==> src/rtl/fold_osc_pkg.sv <==
package fold_osc_pkg;

  localparam int unsigned LFSR_W    = 16;
  localparam logic [15:0] LFSR_SEED = 16'hACE1;
  localparam int unsigned JIT_W     = 8;   // signed dither offset width
  localparam int unsigned JIT_SH    = 10;  // offset scale: f*j/1024

  typedef logic signed [JIT_W-1:0] jit_t;

  function automatic logic [LFSR_W-1:0] lfsr_step(input logic [LFSR_W-1:0] s);
    return {s[LFSR_W-2:0], s[15] ^ s[13] ^ s[12] ^ s[10]};
  endfunction

endpackage

==> src/rtl/fold_osc_law.sv <==
module fold_osc_law
  import fold_osc_pkg::*;
#(
  parameter int unsigned FB_W        = 12,
  parameter int unsigned F_W         = 18,
  parameter int unsigned KNEE_MV     = 1200,
  parameter int unsigned FLOOR_MV    = 800,
  parameter int unsigned FNOM_HZ     = 100000,
  parameter int unsigned FMIN_HZ     = 450,
  parameter int unsigned SLOPE_HZ_MV = 240
) (
  input  logic [FB_W-1:0] fb_mv,
  input  jit_t            jit,
  input  logic            jit_en,
  output logic [F_W-1:0]  f_hz
);

  localparam int unsigned SPAN_HZ = FNOM_HZ - FMIN_HZ;
  localparam int unsigned EXT_W   = F_W + JIT_W + 1;

  logic [31:0]             drop;
  logic [F_W-1:0]          base;
  logic signed [EXT_W-1:0] base_s;
  logic signed [EXT_W-1:0] jit_s;
  logic signed [EXT_W-1:0] prod_s;
  logic signed [EXT_W-1:0] eff_s;

  // piecewise frequency-versus-feedback law
  always_comb begin
    drop = 32'(SLOPE_HZ_MV) * (32'(KNEE_MV) - 32'(fb_mv));
    if (32'(fb_mv) >= 32'(KNEE_MV)) begin
      base = F_W'(FNOM_HZ);
    end else if (32'(fb_mv) <= 32'(FLOOR_MV)) begin
      base = F_W'(FMIN_HZ);
    end else if (drop >= 32'(SPAN_HZ)) begin
      base = F_W'(FMIN_HZ);
    end else begin
      base = F_W'(32'(FNOM_HZ) - drop);
    end
  end

  // dither: f + floor(f * j / 2^JIT_SH)
  always_comb begin
    base_s = $signed({{(JIT_W+1){1'b0}}, base});
    jit_s  = $signed({{(F_W+1){jit[JIT_W-1]}}, jit});
    prod_s = base_s * jit_s;
    eff_s  = jit_en ? (base_s + (prod_s >>> JIT_SH)) : base_s;
    f_hz   = F_W'(eff_s);
  end

endmodule

==> src/rtl/fold_osc_dither.sv <==
module fold_osc_dither
  import fold_osc_pkg::*;
(
  input  logic clk,
  input  logic rst_n,
  input  logic step,
  output jit_t jit
);

  logic [LFSR_W-1:0] lfsr_q;
  logic [LFSR_W-1:0] lfsr_d;

  always_comb begin
    lfsr_d = lfsr_q;
    if (step) begin
      lfsr_d = lfsr_step(lfsr_q);
    end
  end

  always_ff @(posedge clk or negedge rst_n) begin
    if (!rst_n) begin
      lfsr_q <= LFSR_SEED;
    end else begin
      lfsr_q <= lfsr_d;
    end
  end

  assign jit = $signed({1'b0, lfsr_q[6:0]}) - 8'sd64;

  AST_LFSR_NONZERO: assert property (@(posedge clk) disable iff (!rst_n)
    lfsr_q != '0);

endmodule

==> src/rtl/fold_osc_div.sv <==
module fold_osc_div #(
  parameter int unsigned DVD   = 10_000_000,
  parameter int unsigned DVD_W = 24,
  parameter int unsigned DSR_W = 18,
  parameter int unsigned Q_W   = 16,
  parameter int unsigned MIN_Q = 27
) (
  input  logic             clk,
  input  logic             rst_n,
  input  logic             start,
  input  logic [DSR_W-1:0] dsr_i,
  output logic             busy,
  output logic [Q_W-1:0]   q_o
);

  localparam int unsigned      STEP_W = $clog2(DVD_W + 1);
  localparam logic [DVD_W-1:0] DVD_C  = DVD_W'(DVD);

  logic [DSR_W-1:0]  rem_q, rem_d;
  logic [DVD_W-1:0]  dvd_q, dvd_d;
  logic [DVD_W-1:0]  quo_q, quo_d;
  logic [DSR_W-1:0]  dsr_q, dsr_d;
  logic [STEP_W-1:0] step_q, step_d;
  logic              busy_q, busy_d;
  logic [Q_W-1:0]    q_q, q_d;
  logic [DSR_W:0]    trial;
  logic              ge;
  logic [Q_W-1:0]    q_sat;

  // one restoring step per clock
  always_comb begin
    trial = {rem_q, dvd_q[DVD_W-1]};
    ge    = trial >= {1'b0, dsr_q};
  end

  generate
    if (DVD_W > Q_W) begin : g_sat
      always_comb begin
        if (quo_d > DVD_W'((2 ** Q_W) - 1)) begin
          q_sat = '1;
        end else if (quo_d < DVD_W'(MIN_Q)) begin
          q_sat = Q_W'(MIN_Q);
        end else begin
          q_sat = Q_W'(quo_d);
        end
      end
    end else begin : g_wide
      always_comb begin
        if (Q_W'(quo_d) < Q_W'(MIN_Q)) begin
          q_sat = Q_W'(MIN_Q);
        end else begin
          q_sat = Q_W'(quo_d);
        end
      end
    end
  endgenerate

  always_comb begin
    rem_d  = rem_q;
    dvd_d  = dvd_q;
    quo_d  = quo_q;
    dsr_d  = dsr_q;
    step_d = step_q;
    busy_d = busy_q;
    q_d    = q_q;
    if (start) begin
      rem_d  = '0;
      dvd_d  = DVD_C;
      quo_d  = '0;
      dsr_d  = dsr_i;
      step_d = STEP_W'(DVD_W);
      busy_d = 1'b1;
    end else if (busy_q) begin
      rem_d  = ge ? DSR_W'(trial - {1'b0, dsr_q}) : DSR_W'(trial);
      dvd_d  = {dvd_q[DVD_W-2:0], 1'b0};
      quo_d  = {quo_q[DVD_W-2:0], ge};
      step_d = step_q - STEP_W'(1);
      if (step_q == STEP_W'(1)) begin
        busy_d = 1'b0;
        q_d    = q_sat;
      end
    end
  end

  always_ff @(posedge clk or negedge rst_n) begin
    if (!rst_n) begin
      rem_q  <= '0;
      dvd_q  <= '0;
      quo_q  <= '0;
      dsr_q  <= '0;
      step_q <= '0;
      busy_q <= 1'b0;
      q_q    <= Q_W'(MIN_Q);
    end else begin
      rem_q  <= rem_d;
      dvd_q  <= dvd_d;
      quo_q  <= quo_d;
      dsr_q  <= dsr_d;
      step_q <= step_d;
      busy_q <= busy_d;
      q_q    <= q_d;
    end
  end

  assign busy = busy_q;
  assign q_o  = q_q;

  AST_DIV_IDLE_AT_START: assert property (@(posedge clk) disable iff (!rst_n)
    start |-> !busy_q);
  AST_DIV_NONZERO_DSR: assert property (@(posedge clk) disable iff (!rst_n)
    start |-> (dsr_i != '0));

endmodule

==> src/rtl/fold_osc.sv <==
module fold_osc
  import fold_osc_pkg::*;
#(
  parameter int unsigned SYS_HZ      = 10_000_000,
  parameter int unsigned FB_W        = 12,
  parameter int unsigned LEN_W       = 16,
  parameter int unsigned KNEE_MV     = 1200,
  parameter int unsigned FLOOR_MV    = 800,
  parameter int unsigned FNOM_HZ     = 100000,
  parameter int unsigned FMIN_HZ     = 450,
  parameter int unsigned SLOPE_HZ_MV = 240,
  parameter int unsigned DUTY_PCT    = 85
) (
  input  logic             clk,
  input  logic             rst_n,
  input  logic [FB_W-1:0]  fb_mv_i,
  input  logic             jit_en_i,
  output logic             pstart_o,
  output logic             duty_o,
  output logic [LEN_W-1:0] ramp_o
);

  localparam int unsigned F_W      = $clog2(FNOM_HZ * 2);
  localparam int unsigned DVD_W    = $clog2(SYS_HZ + 1);
  localparam int unsigned MIN_LEN  = DVD_W + 3;
  localparam int unsigned NOM_LEN  = SYS_HZ / FNOM_HZ;
  localparam int unsigned NOM_DUTY = (NOM_LEN * DUTY_PCT) / 100;
  localparam int unsigned PROD_W   = LEN_W + 7;

  // reset synchroniser: asynchronous assert, synchronous release
  logic [1:0] rs_q;
  logic       rst_int_n;

  always_ff @(posedge clk or negedge rst_n) begin
    if (!rst_n) begin
      rs_q <= 2'b00;
    end else begin
      rs_q <= {rs_q[0], 1'b1};
    end
  end
  assign rst_int_n = rs_q[1];

  logic             running_q, running_d;
  logic [LEN_W-1:0] cnt_q, cnt_d;
  logic [LEN_W-1:0] len_q, len_d;
  logic [LEN_W-1:0] duty_q, duty_d;
  logic             wrap;
  logic             pstart;
  logic             cnt_en;
  jit_t             jit;
  logic [F_W-1:0]   f_eff;
  logic             div_busy;
  logic [LEN_W-1:0] div_q;
  logic [LEN_W-1:0] div_duty;

  fold_osc_dither u_dither (
    .clk   (clk),
    .rst_n (rst_int_n),
    .step  (pstart),
    .jit   (jit)
  );

  fold_osc_law #(
    .FB_W        (FB_W),
    .F_W         (F_W),
    .KNEE_MV     (KNEE_MV),
    .FLOOR_MV    (FLOOR_MV),
    .FNOM_HZ     (FNOM_HZ),
    .FMIN_HZ     (FMIN_HZ),
    .SLOPE_HZ_MV (SLOPE_HZ_MV)
  ) u_law (
    .fb_mv  (fb_mv_i),
    .jit    (jit),
    .jit_en (jit_en_i),
    .f_hz   (f_eff)
  );

  fold_osc_div #(
    .DVD   (SYS_HZ),
    .DVD_W (DVD_W),
    .DSR_W (F_W),
    .Q_W   (LEN_W),
    .MIN_Q (MIN_LEN)
  ) u_div (
    .clk   (clk),
    .rst_n (rst_int_n),
    .start (pstart),
    .dsr_i (f_eff),
    .busy  (div_busy),
    .q_o   (div_q)
  );

  always_comb begin
    cnt_en   = running_q;
    pstart   = running_q && (cnt_q == '0);
    wrap     = running_q && (cnt_q == len_q - LEN_W'(1));
    div_duty = LEN_W'(({7'd0, div_q} * PROD_W'(DUTY_PCT)) / PROD_W'(100));
  end

  // period counter next state
  always_comb begin
    running_d = 1'b1;
    cnt_d     = cnt_q;
    len_d     = len_q;
    duty_d    = duty_q;
    if (cnt_en) begin
      if (wrap) begin
        cnt_d  = '0;
        len_d  = div_q;
        duty_d = div_duty;
      end else begin
        cnt_d  = cnt_q + LEN_W'(1);
      end
    end
  end

  always_ff @(posedge clk or negedge rst_int_n) begin
    if (!rst_int_n) begin
      running_q <= 1'b0;
      cnt_q     <= '0;
      len_q     <= LEN_W'(NOM_LEN);
      duty_q    <= LEN_W'(NOM_DUTY);
    end else begin
      running_q <= running_d;
      cnt_q     <= cnt_d;
      len_q     <= len_d;
      duty_q    <= duty_d;
    end
  end

  assign pstart_o = pstart;
  assign duty_o   = running_q && (cnt_q < duty_q);
  assign ramp_o   = cnt_q;

  AST_PSTART_SINGLE: assert property (@(posedge clk) disable iff (!rst_int_n)
    pstart_o |=> !pstart_o);
  AST_DUTY_OPENS: assert property (@(posedge clk) disable iff (!rst_int_n)
    pstart_o |-> duty_o);
  AST_DUTY_CLOSED_AT_END: assert property (@(posedge clk) disable iff (!rst_int_n)
    wrap |-> !duty_o);
  AST_LEN_HELD: assert property (@(posedge clk) disable iff (!rst_int_n)
    (running_q && !wrap) |=> $stable(len_q));
  AST_DIV_READY_AT_WRAP: assert property (@(posedge clk) disable iff (!rst_int_n)
    wrap |-> !div_busy);
  AST_RAMP_STEP: assert property (@(posedge clk) disable iff (!rst_int_n)
    (running_q && !wrap) |=> (ramp_o == $past(ramp_o) + LEN_W'(1)));
  AST_RESET_QUIET: assert property (@(posedge clk)
    !rst_int_n |-> (!pstart_o && !duty_o));

endmodule

==> config.mk <==
export PLATFORM = sky130hd
export DESIGN_NAME = fold_osc
export DESIGN_NICKNAME = d
export VERILOG_FILES = /design/src/rtl/fold_osc_pkg.sv /design/src/rtl/fold_osc_law.sv /design/src/rtl/fold_osc_dither.sv /design/src/rtl/fold_osc_div.sv /design/src/rtl/fold_osc.sv
export SDC_FILE = /design/constraint.sdc
export NUM_CORES = 1
export LEC_CHECK = 0
export BUFFER_PORTS_ARGS = -buffer_cell sky130_fd_sc_hd__buf_2
export CORE_ASPECT_RATIO = 1.4
export CORE_MARGIN = 3
export CORE_UTILIZATION = 25
export CTS_CLUSTER_DIAMETER = 120
export DETAILED_ROUTE_END_ITERATION = 12
export GPL_TIMING_DRIVEN = 0
export PLACE_DENSITY_LB_ADDON = 0.12
export SLEW_MARGIN = 40
export SYNTH_ARGS = -nofsm -noshare
export SYNTH_HDL_FRONTEND = slang
export SYNTH_SLANG_ARGS = --single-unit
==> constraint.sdc <==
create_clock -name clk -period 9.5 [get_ports clk]
set_input_delay 0.95 -clock clk [delete_from_list [all_inputs] [get_ports clk]]
set_output_delay 0.95 -clock clk [all_outputs]
set_load 0.02 [all_outputs]
# Word-level counts from Yosys, hierarchy flattened
# Index checks and enable logic that the tools add are counted.
[word_totals] regBits=173 latch_bits=0 ram_bits=0 romBits=0 input_bits=15 output_inout_bits=18 mem_count=0
[op_classes] n_addsub=8 mul=3 div=1 order_cmp=7 n_eq_ne=2 n_shift=0 muxes=19 bitwise_logic=4 n_reduce_logical=7
[op_table] operator="$mux 18" count=7
[op_table] operator="$mux 24" count=4
[op_table] operator="$mux 16" count=3
[op_table] operator="$ge 32x17->1 const B" count=1
[op_table] operator="$mul 4x32->28 const A" count=1
[op_table] operator="$mul 19x8->27" count=1
[op_table] operator="$gt 24x16->1 const B" count=1
[op_table] operator="$lt 24x5->1 const B" count=1
[op_table] operator="$div 23x7->23 const B" count=1
[op_table] operator="$mul 16x7->23 const B" count=1
[op_table] operator="$ge 19x18->1" count=1
[op_table] operator="$add 18x17->18" count=1
[op_table] operator="$sub 17x18->18 const A" count=1
[op_table] operator="$sub 18x18->18" count=1
[op_table] operator="$add 16x1->16 const B" count=1
[op_table] operator="$eq 16x16->1" count=1
[op_table] operator="$logic_not 16->1" count=1
[op_table] operator="$lt 16x16->1" count=1
[op_table] operator="$sub 16x1->16 const B" count=1
[op_table] operator="$sub 11x12->13 const A" count=1
[op_table] operator="$ge 12x11->1 const B" count=1
[op_table] operator="$le 12x10->1 const B" count=1
[op_table] operator="$mux 5" count=2
[op_table] operator="$sub 7x7->8 const B" count=1
[op_table] operator="other kinds (9)" count=15

# Longest topological paths before layout
# Gate-level depths: netlist of the first run.
[logic_depth] ltp_word=9 mapped_depth=60 mapped_depth_nobuf=59

# Cells and area by module
# Synthesis of the first run repeated with hierarchy kept, for this count alone.
[unflattened] cells_unflattened=2550 area_unflattened_um2=21515.6
[by_module_without_submodules] module="fold_osc" instances=1 cells_per_inst=1122 area_per_inst_um2=8805.9
[by_module_without_submodules] module="fold_osc_law" instances=1 cells_per_inst=847 area_per_inst_um2=6840.3
[by_module_without_submodules] module="fold_osc_div" instances=1 cells_per_inst=534 area_per_inst_um2=5147.4
[by_module_without_submodules] module="fold_osc_dither" instances=1 cells_per_inst=47 area_per_inst_um2=721.9

# Least setup slack after synthesis of the first run
# No wires, ideal clock.
[synth_path] path_kind="input -> register" start="in fb_mv_i[0]" end="reg u_div.dsr_q[17]" setup_ns=0.083 arrival_ns=12.428 required_ns=9.417 slack_ns=-3.010 stages=56 path_cell_list="clkbuf_1 clkinv_1 ha_1 nor3b_1 xor2_1 fa_1 fa_1 ha_1 inv_1 o21bai_1 a21oi_1 o21bai_1 a21oi_1 o21bai_1 a21o_1 a21oi_1 xnor2_1 nand3_1 [20 not listed] o21a_1 o21a_1 o21a_1 o21a_1 o21a_1 o21a_1 o21a_1 o21a_1 o21a_1 o21a_1 o21a_1 nor2_1 xnor2_1 ha_1 a21oi_1 xnor2_1 nand3_1 o21ai_0"
[synth_via] elab_chain_len=9 elab_cells_between_ends=12 cone_classes="3 x add/sub; 2 x mul; 3 x order compare; 4 x mux"
[synth_rtl] item="from (decl)" line="fold_osc.sv:16" source="input logic [FB_W-1:0] fb_mv_i,"
[synth_rtl] item="$sub 11x12->13" line="fold_osc_law.sv:30" source="drop = 32'(SLOPE_HZ_MV) * (32'(KNEE_MV) - 32'(fb_mv));"
[synth_rtl] item="$mul 4x32->28" line="fold_osc_law.sv:30"
[synth_rtl] item="$ge 32x17->1 / $sub 17x18->18 (equally long branches)" line="fold_osc_law.sv:35, fold_osc_law.sv:38"
[synth_rtl] item="$mux 18" line="fold_osc_law.sv:35" source="end else if (drop >= 32'(SPAN_HZ)) begin"
[synth_rtl] item="$mux 18" line="fold_osc_law.sv:33" source="end else if (32'(fb_mv) <= 32'(FLOOR_MV)) begin"
[synth_rtl] item="$mux 18 (*)" line="fold_osc_law.sv:31" source="if (32'(fb_mv) >= 32'(KNEE_MV)) begin"
[synth_rtl] item="$mul 19x8->27" line="fold_osc_law.sv:46" source="prod_s = base_s * jit_s;"
[synth_rtl] item="$add 18x17->18" line="fold_osc_law.sv:47" source="eff_s = jit_en ? (base_s + (prod_s >>> JIT_SH)) : base_s;"
[synth_rtl] item="$mux 18 (*)" line="fold_osc_law.sv:47"
[synth_rtl] item="to (signal assigned)" line="fold_osc_div.sv:98" source="dsr_q <= dsr_d;"
[synth_rtl] item="to (decl)" line="fold_osc_div.sv:22" source="logic [DSR_W-1:0] dsr_q, dsr_d;"
# Mark *: on every way between the ends. The rest lies on a longest branch, timed or not.
# A chain may end at the register's enable or synchronous reset.

# Worst setup path in the final report of the first run
[layout_path] start="reg u_div.q_q[3], in the netlist u_div.q_o[3]" end="reg duty_q[0]"
[layout_via] elab_chain_len=2
[layout_rtl] item="from (decl)" line="fold_osc_div.sv:25" source="logic [Q_W-1:0] q_q, q_d;"
[layout_rtl] item="from (signal assigned)" line="fold_osc_div.sv:93" source="q_q <= Q_W'(MIN_Q);"
[layout_rtl] item="from (signal assigned)" line="fold_osc_div.sv:101" source="q_q <= q_d;"
[layout_rtl] item="$mul 16x7->23" line="fold_osc.sv:97" source="div_duty = LEN_W'(({7'd0, div_q} * PROD_W'(DUTY_PCT)) / PROD_W'(100));"
[layout_rtl] item="$div 23x7->23" line="fold_osc.sv:97"
[layout_rtl] item="to (signal assigned)" line="fold_osc.sv:122" source="duty_q <= LEN_W'(NOM_DUTY);"
[layout_rtl] item="to (signal assigned)" line="fold_osc.sv:127" source="duty_q <= duty_d;"
[layout_rtl] item="to (decl)" line="fold_osc.sv:46" source="logic [LEN_W-1:0] duty_q, duty_d;"
# Every way passes these cells.

==> reports/results.tsv, run 1 <==
stage	metric	value	unit
global_routing	via_count_of_the_first_global_routing_pass	19170	
timing	slew_viol_final	0	
worst_setup_path	cpPeakStageDelay	0.67	ns
clock_network	cts_buffers	17	
yosys	postSynthCellCount	2396	
worst_setup_path	cp_top_family	compound AO/OA/AOI/OAI gates	
yosys	post_synthesis_register_bit_count	166	
worst_setup_path	critical_path.reg2reg.startpoint	u_div.q_o[3]	
timing	min_period_over_period	136.7	%
place	gp_congestion	0.8271	
die	row_count	123	
worst_setup_path	startpoint_kind_of_the_worst_setup_timing_path	flip-flop	
route	drc	0	
worst_setup_path	critPathBufInv	11	
route	average_wire_per_cell_in_the_routed_design	17.29	um
worst_setup_path	cp_max_fo	8	
clock_network	clock_path_buffers	2	
timing	final-setup-viol-count	20	
clock_network	cts.root.buffer_cell	sky130_fd_sc_hd__clkbuf_16	
place	dp.final_hpwl	49020	um
global_routing	global_route.usage.total	15.13	%
worst_setup_path	worstPathRequired	9.91	ns
clock_network	hold_buffers	0	
worst_setup_path	crit_end_element	flip-flop	
yosys	ys_types	121	
place	place.port_buffers	31	
yosys	synthArstFlopShare	100.0	%
route	dr_total_vias	18320	
flow_run	maxCapViolations	0	
final_layout	final_net_count	2964	
die	io-pin-count	33	
worst_setup_path	reg2reg_depth	53	
timing	finalClockSkew	0.01184	ns
timing	worst_slack	-3.487	ns
route	total_routed_wirelength	64190	um
final_layout	layout-drive-gt1-share	26.25	%
yosys	synth_largest_type_area_fraction	18.12	%
status	outcome	finished with violations	
global_routing	grt_antenna_before_repair	0	
die	coreArea	80490	um^2
timing	timing.slew.headroom	44.08	%
die	start_util	25.23	%
clock_network	tritoncts_clock_tree	done	
yosys	syn_area	20300	um^2
worst_setup_path	cp_common_cell	sky130_fd_sc_hd__buf_12	
timing	grt_setup_unrepaired	true	
route	route.detailed.vias_per_inst	4.934	
route	drt_pass1_iterations	4	
global_routing	grt.overflow.total	0	
global_routing	grt_max_degree	41	
final_layout	area.growth.synth_to_final	31.40	%
yosys	yosys-top-cells-area	sky130_fd_sc_hd__dfrtp_1, sky130_fd_sc_hd__fa_1, sky130_fd_sc_hd__ha_1, sky130_fd_sc_hd__inv_1, sky130_fd_sc_hd__nor2_1	
worst_setup_path	worst_ep_arrival	13.40	ns
die	floorplan.die.width	246.9	um
route	drt.antenna.violating_nets	0	
clock_network	clock_sinks	166	
yosys	synth_edf_count	0	
worst_hold_path	hold_path.class	in2async	
die	die_height	343.2	um
place	place_inst	3500	
timing	tns	-28.81	ns
clock_network	htreeDepth	4	
worst_setup_path	regToRegEndpoint	duty_q[0]	
die	fp.dieArea	84720	um^2
yosys	synth_top_area_cell	sky130_fd_sc_hd__dfrtp_1	
timing	finalHoldViolCount	0	
yosys	synth.yosys.warnings	0	
clock_network	worstSkewPairLatency	0.48	ns
yosys	avgSynthCellArea	8.474	um^2
final_layout	diodes	0	
timing	fmax	77.00	MHz
worst_setup_path	worst_path_max_delay_cell	sky130_fd_sc_hd__dfstp_2	
status	violations	setup timing	
timing	fin_crit	12.99	ns
timing	tightestPinTransition	0.8333	ns
worst_setup_path	worst_setup_path_class	reg2reg	
yosys	synth_sequential_area_ratio	20.58	%
worst_setup_path	ff2ff_setup_slack	-3.49	ns
yosys	ys_dominant_reg_cell	sky130_fd_sc_hd__dfrtp_1	
clock_network	cts.reportedPaths.clkPinSlew	0.08	ns
global_routing	global_route_wire_length_before_repair	102700	um
route	drt_iter0_drc	727	
final_layout	final-instance-count-excl-fill	3713	
==> synth_stat cells, types with 7 or more instances <==
master,count
sky130_fd_sc_hd__clkinv_1,7
sky130_fd_sc_hd__xnor2_1,74
sky130_fd_sc_hd__a31oi_1,27
sky130_fd_sc_hd__a211o_1,11
sky130_fd_sc_hd__o21a_1,29
sky130_fd_sc_hd__a211oi_1,39
sky130_fd_sc_hd__a22oi_1,8
sky130_fd_sc_hd__mux2i_1,67
sky130_fd_sc_hd__o31ai_1,9
sky130_fd_sc_hd__a21oi_1,104
sky130_fd_sc_hd__o22ai_1,10
sky130_fd_sc_hd__o21bai_1,20
sky130_fd_sc_hd__dfrtp_1,147
sky130_fd_sc_hd__o211ai_1,24
sky130_fd_sc_hd__xor2_1,71
sky130_fd_sc_hd__clkbuf_1,63
sky130_fd_sc_hd__nor4_1,23
sky130_fd_sc_hd__buf_1,10
sky130_fd_sc_hd__or3_1,7
sky130_fd_sc_hd__o2111ai_1,10
sky130_fd_sc_hd__nand4_1,20
sky130_fd_sc_hd__fa_1,122
sky130_fd_sc_hd__nand3_1,48
sky130_fd_sc_hd__o311ai_0,7
sky130_fd_sc_hd__nor3_1,72
sky130_fd_sc_hd__nor2b_1,11
sky130_fd_sc_hd__nand2_1,206
sky130_fd_sc_hd__ha_1,189
sky130_fd_sc_hd__a21o_1,42
sky130_fd_sc_hd__mux2_2,15
sky130_fd_sc_hd__or2_2,9
sky130_fd_sc_hd__inv_1,249
sky130_fd_sc_hd__o21ai_0,130
sky130_fd_sc_hd__nand2b_1,21
sky130_fd_sc_hd__o21ai_1,23
sky130_fd_sc_hd__a22o_1,9
sky130_fd_sc_hd__buf_2,14
sky130_fd_sc_hd__dfstp_2,19
sky130_fd_sc_hd__and3_1,16
sky130_fd_sc_hd__and2_1,29
sky130_fd_sc_hd__nor2_1,216
==> how the worst max path moves through the flow <==
stage	start	endpoint	slack, ns	cells after the start
2_1_floorplan	u_div.q_o[1]	duty_q[0]	-2.62	50
3_3_place_gp	u_div.q_o[3]	duty_q[0]	-5.32	48
3_5_place_dp	u_div.q_o[3]	duty_q[0]	-5.30	46
4_1_cts	u_div.q_o[3]	duty_q[0]	-3.37	50
5_1_grt	u_div.q_o[3]	duty_q[0]	-3.87	53
6_report	u_div.q_o[3]	duty_q[0]	-3.49	53
==> state kept, by name, summed over array words and instances, names as in the netlist <==
register / count
u_div.dsr_q: 18
u_div.q_o: 16
u_div.dvd_q: 17
duty_q: 16
ramp_o: 16
u_div.quo_q: 24
u_dither.lfsr_q: 16
cnt_en: 1
rs_q: 2
u_div.step_q: 5
u_div.busy: 1
u_div.rem_q: 18
len_q: 16
==> layer usage <==
| metal | global-route usage, % | share of wire [%] | routed length [um] |
|---|---|---|---|
| met1 | 16.83 | 40 | 25610 |
| met2 | 29.82 | 56 | 36000 |
| met3 | 1.501 | 1.7 | 1099 |
| met4 | 4.552 | 2.3 | 1486 |
| met5 | 0 | 0 | 0 |
==> through the flow <==
stage	setup WS, ns	utilization, %	hold slack [ns]	area [um^2]
after detailed placement	-5.295	27.74	0.3181	22330
after global placement	-5.317	27.62	0.3348	22230
after floorplan	-2.619	-	0.3312	20750
final	-3.487	33.15	0.2402	26680
after CTS	-3.371	31.48	0.1941	25340
after global routing	-3.870	33.15	0.2122	26680
==> layout by cell type (no fill, tap or decap), types with 31 or more instances in the layout <==
cell | Yosys | routed
sky130_fd_sc_hd__a21oi_2 | 1 | 31
sky130_fd_sc_hd__dfrtp_1 | 147 | 138
sky130_fd_sc_hd__fa_1 | 122 | 120
sky130_fd_sc_hd__xnor2_1 | 74 | 53
sky130_fd_sc_hd__buf_2 | 14 | 32
sky130_fd_sc_hd__ha_1 | 189 | 162
sky130_fd_sc_hd__inv_1 | 249 | 233
sky130_fd_sc_hd__nand2_1 | 206 | 196
sky130_fd_sc_hd__nand3_1 | 48 | 46
sky130_fd_sc_hd__nor3_1 | 72 | 51
sky130_fd_sc_hd__clkbuf_1 | 63 | 42
sky130_fd_sc_hd__a21oi_1 | 104 | 66
sky130_fd_sc_hd__buf_4 | 4 | 172
sky130_fd_sc_hd__mux2i_1 | 67 | 65
sky130_fd_sc_hd__xor2_1 | 71 | 59
sky130_fd_sc_hd__o21ai_0 | 130 | 98
sky130_fd_sc_hd__nor2_1 | 216 | 185
sky130_fd_sc_hd__a21o_1 | 42 | 42
==> kinds of logic (layout without fill, tap and decap cells) <==
kind of cell	after synthesis	count (layout)	share of synthesized area (%)
fa+ha+maj	314	314	23.83
flops	166	166	20.58
simple gates	729	729	17.25
compound gates	605	606	20.88
mux	82	82	4.135
other cells	2	9	0.03699
buf+inv	350	597	6.742
xor+xnor	148	148	6.550
==> timing repair <==
action                                  in CTS  in global routing
setup buffers                              127                 66
cloned                                       1                  1
pin swaps                                  100                115
gates resized for setup                    275                168
hold endpoints to repair                     0                  0
endpoints found under the setup margin      26                 23
==> final cells by class <==
cell class	instances	area (um^2)
Clock buffer	17	425.4
Sequential cell	166	4192
Buffer	84	528.0
Fill cell	8449	53810
Inverter	256	984.7
Timing Repair Buffer	225	1849
Tap cell	1062	1329
Clock inverter	15	219.0
Multi-Input combinational cell	1888	17150
Power of run 1 is not shown: default switching activity piles up to over one toggle a cycle in this logic, so the estimate is an artifact.
==> run 2: changes to the inputs <==
ABC_AREA = 1   (was not set)
==> run 2 against run 1 <==
The flow still finishes with violations (setup timing). Non-clock buffer count decreased by 46. Critical path depth increased by 9. Core utilization decreased by 0.25 points. Cell area decreased by 8.3%. Synthesized cell count increased by 4.7%. Final cell count increased by 0.32%. Synthesized area decreased by 6.9%. Global-route usage decreased by 0.97 points. Die area decreased by 6.8%. Register-to-register slack improved by 2.4 ns. Setup slack improved by 1.9 ns. Largest cell class unchanged.
==> reports/results.tsv, run 2 <==
stage	metric	value	unit
final_layout	finish.utilization	32.89	%
clock_network	worstSkewPairLatency	0.47	ns
worst_setup_path	worst_ep_arrival	11.53	ns
die	fp.dieArea	78960	um^2
route	route.detailed.vias_per_inst	4.500	
worst_setup_path	worstPathRequired	9.90	ns
clock_network	htreeDepth	4	
place	dp.final_hpwl	43240	um
status	violations	setup timing	
place	gp_congestion	0.8100	
worst_setup_path	startpoint_kind_of_the_worst_setup_timing_path	primary input	
final_layout	final_cell_mix	sky130_fd_sc_hd__inv_1, sky130_fd_sc_hd__nand2_1, sky130_fd_sc_hd__nor2_1	
route	total_routed_wirelength	54780	um
worst_setup_path	worst_setup_path_class	in2reg	
route	drc	0	
timing	timing.slew.headroom	34.54	%
clock_network	clock_sinks	166	
die	row_count	118	
yosys	synthArstFlopShare	100.0	%
global_routing	grt.overflow.total	0	
timing	slew_viol_final	0	
place	place_inst	3512	
final_layout	diodes	0	
place	instance_area_after_placement	20710	um^2
clock_network	cts_buffers	17	
route	dr_total_vias	16760	
timing	fin_crit	11.13	ns
timing	finalHoldViolCount	0	
final_layout	fin_area	24480	um^2
clock_network	cts.root.buffer_cell	sky130_fd_sc_hd__clkbuf_16	
final_layout	largest_register_ffs	24	
die	die_height	331.3	um
yosys	ys_dominant_reg_cell	sky130_fd_sc_hd__dfrtp_1	
die	floorplan.die.width	238.3	um
worst_setup_path	setup.worst_path.start	fb_mv_i[2]	
yosys	synth_largest_type_area_fraction	19.47	%
route	drt_pass1_iterations	5	
yosys	ys_types	58	
route	drt.antenna.violating_nets	0	
yosys	synth_top_area_cell	sky130_fd_sc_hd__dfrtp_1	
timing	min_period_over_period	117.1	%
yosys	post_synthesis_register_bit_count	166	
global_routing	global_route.usage.total	14.16	%
timing	tightestPinTransition	0.9783	ns
yosys	post-synth-top-count-cell	sky130_fd_sc_hd__inv_1	
worst_setup_path	crit_end_element	flip-flop	
timing	fmax	89.87	MHz
yosys	synth_sequential_area_ratio	22.11	%
yosys	synth_edf_count	0	
yosys	yosys-top-cells-area	sky130_fd_sc_hd__dfrtp_1, sky130_fd_sc_hd__fa_1, sky130_fd_sc_hd__ha_1, sky130_fd_sc_hd__inv_1, sky130_fd_sc_hd__nand2_1	
global_routing	global_route_wire_length_before_repair	90600	um
final_layout	layout-drive-gt1-share	26.29	%
route	drt_iter0_drc	607	
place	pre_cts_slack	-3.274	ns
timing	final-setup-viol-count	15	
global_routing	grt_antenna_before_repair	1	
clock_network	cts.reportedPaths.clkPinSlew	0.07	ns
yosys	synth_commonest_cells	sky130_fd_sc_hd__inv_1, sky130_fd_sc_hd__nand2_1, sky130_fd_sc_hd__ha_1	
final_layout	most_common_cell_after_layout_fill_and_taps_aside	sky130_fd_sc_hd__inv_1	
status	outcome	finished with violations	
die	coreArea	74410	um^2
worst_setup_path	worst_path_max_delay_cell	sky130_fd_sc_hd__fa_1	
final_layout	final-instance-count-excl-fill	3725	
worst_setup_path	cp_max_fo	5	
final_layout	final_net_count	3078	
die	io-pin-count	33	
clock_network	tritoncts_clock_tree	done	
worst_setup_path	cpPeakStageDelay	0.52	ns
global_routing	via_count_of_the_first_global_routing_pass	17740	
place	place.port_buffers	32	
route	average_wire_per_cell_in_the_routed_design	14.71	um
final_layout	biggestRegsByFlops	u_div.quo_q (24), u_div.dsr_q (18), u_div.rem_q (18)	
die	start_util	25.39	%
worst_setup_path	critical_path.reg2reg.startpoint	u_div.q_o[3]	
timing	worst_slack	-1.628	ns
yosys	syn_area	18890	um^2
yosys	synth.yosys.warnings	0	
timing	grt_setup_unrepaired	true	
timing	finalClockSkew	0.01285	ns
clock_network	clock_path_buffers	2	
yosys	postSynthCellCount	2508	
final_layout	area.growth.synth_to_final	29.54	%
final_layout	largest-register	u_div.quo_q	
global_routing	grt_max_degree	35	
worst_setup_path	cp_top_family	adder cells	
worst_hold_path	hold_path.class	reg2async	
yosys	avgSynthCellArea	7.534	um^2
worst_setup_path	critPathBufInv	16	
flow_run	maxCapViolations	0	
-- run 2: cell count changes after synthesis, moves of 29 or more --
cell,change
sky130_fd_sc_hd__a21o_1,-38
sky130_fd_sc_hd__nand2_2,+57
sky130_fd_sc_hd__xnor2_1,-29
sky130_fd_sc_hd__o22ai_1,+39
sky130_fd_sc_hd__nand3_1,+69
sky130_fd_sc_hd__nand2_1,+266
sky130_fd_sc_hd__mux2i_1,-66
sky130_fd_sc_hd__a211oi_1,-32
sky130_fd_sc_hd__inv_1,+234
sky130_fd_sc_hd__nor3_1,-39
-- run 2: through the flow --
stage / hold slack, ns / setup TNS (ns)
CTS: 0.1967 / -15.37
detailed placement: 0.2529 / -36.79
floorplan: 0.3312 / -7.491
global placement: 0.3373 / -35.42
global route: 0.2130 / -23.67
finish: 0.2437 / -13.48
-- run 2: what timing repair did --
item                       4_1_cts  5_1_grt
hold buffers                     0        0
gates resized for setup        261      173
pin swaps                      185      189
setup endpoints to repair       19       20
setup buffers                  141       43
-- run 2: cells by family after synthesis --
logic type / Yosys count / synth area share, %
buffers and inverters: 557 / 11.07
muxes: 1 / 0.05298
other: 2 / 0.03975
and+or+nand+nor: 991 / 24.94
xor gates and xnor gates: 119 / 5.556
DFF: 166 / 22.11
adders and majority gates: 311 / 25.44
AOI/OAI and AO/OA: 361 / 10.79
-- run 2: metal layers --
metal | vias up | routed length [um] | track usage, %
li1 | 8451 | - | -
met1 | 8141 | 21660 | 15.50
met2 | 126 | 31380 | 28.48
met3 | 44 | 901 | 2.078
met4 | 0 | 840 | 2.665
met5 | - | 0 | 0
-- run 2: path summary, 6_finish.rpt --
path	to	slack (ns)	cells past startpoint
hold / removal	u_dither.lfsr_q[4]	0.24	0
setup / recovery	u_div.dsr_q[17]	-1.63	62
min in group clk	rs_q[1]	0.36	0
setup reg to reg	duty_q[0]	-1.13	87
max in group asynchronous	duty_q[6]	8.23	3
hold reg to reg	u_dither.lfsr_q[4]	0.24	0
-- run 2: final cells by class --
type / instances / area (um^2)
Tap cell: 960 / 1201
Buffer: 45 / 181.4
Inverter: 512 / 1972
Clock inverter: 15 / 120.1
Fill cell: 7910 / 49940
Sequential cell: 166 / 4192
Clock buffer: 17 / 425.4
Timing Repair Buffer: 218 / 1724
Multi-Input combinational cell: 1792 / 14660
Power of run 2 is left out for the same reason.
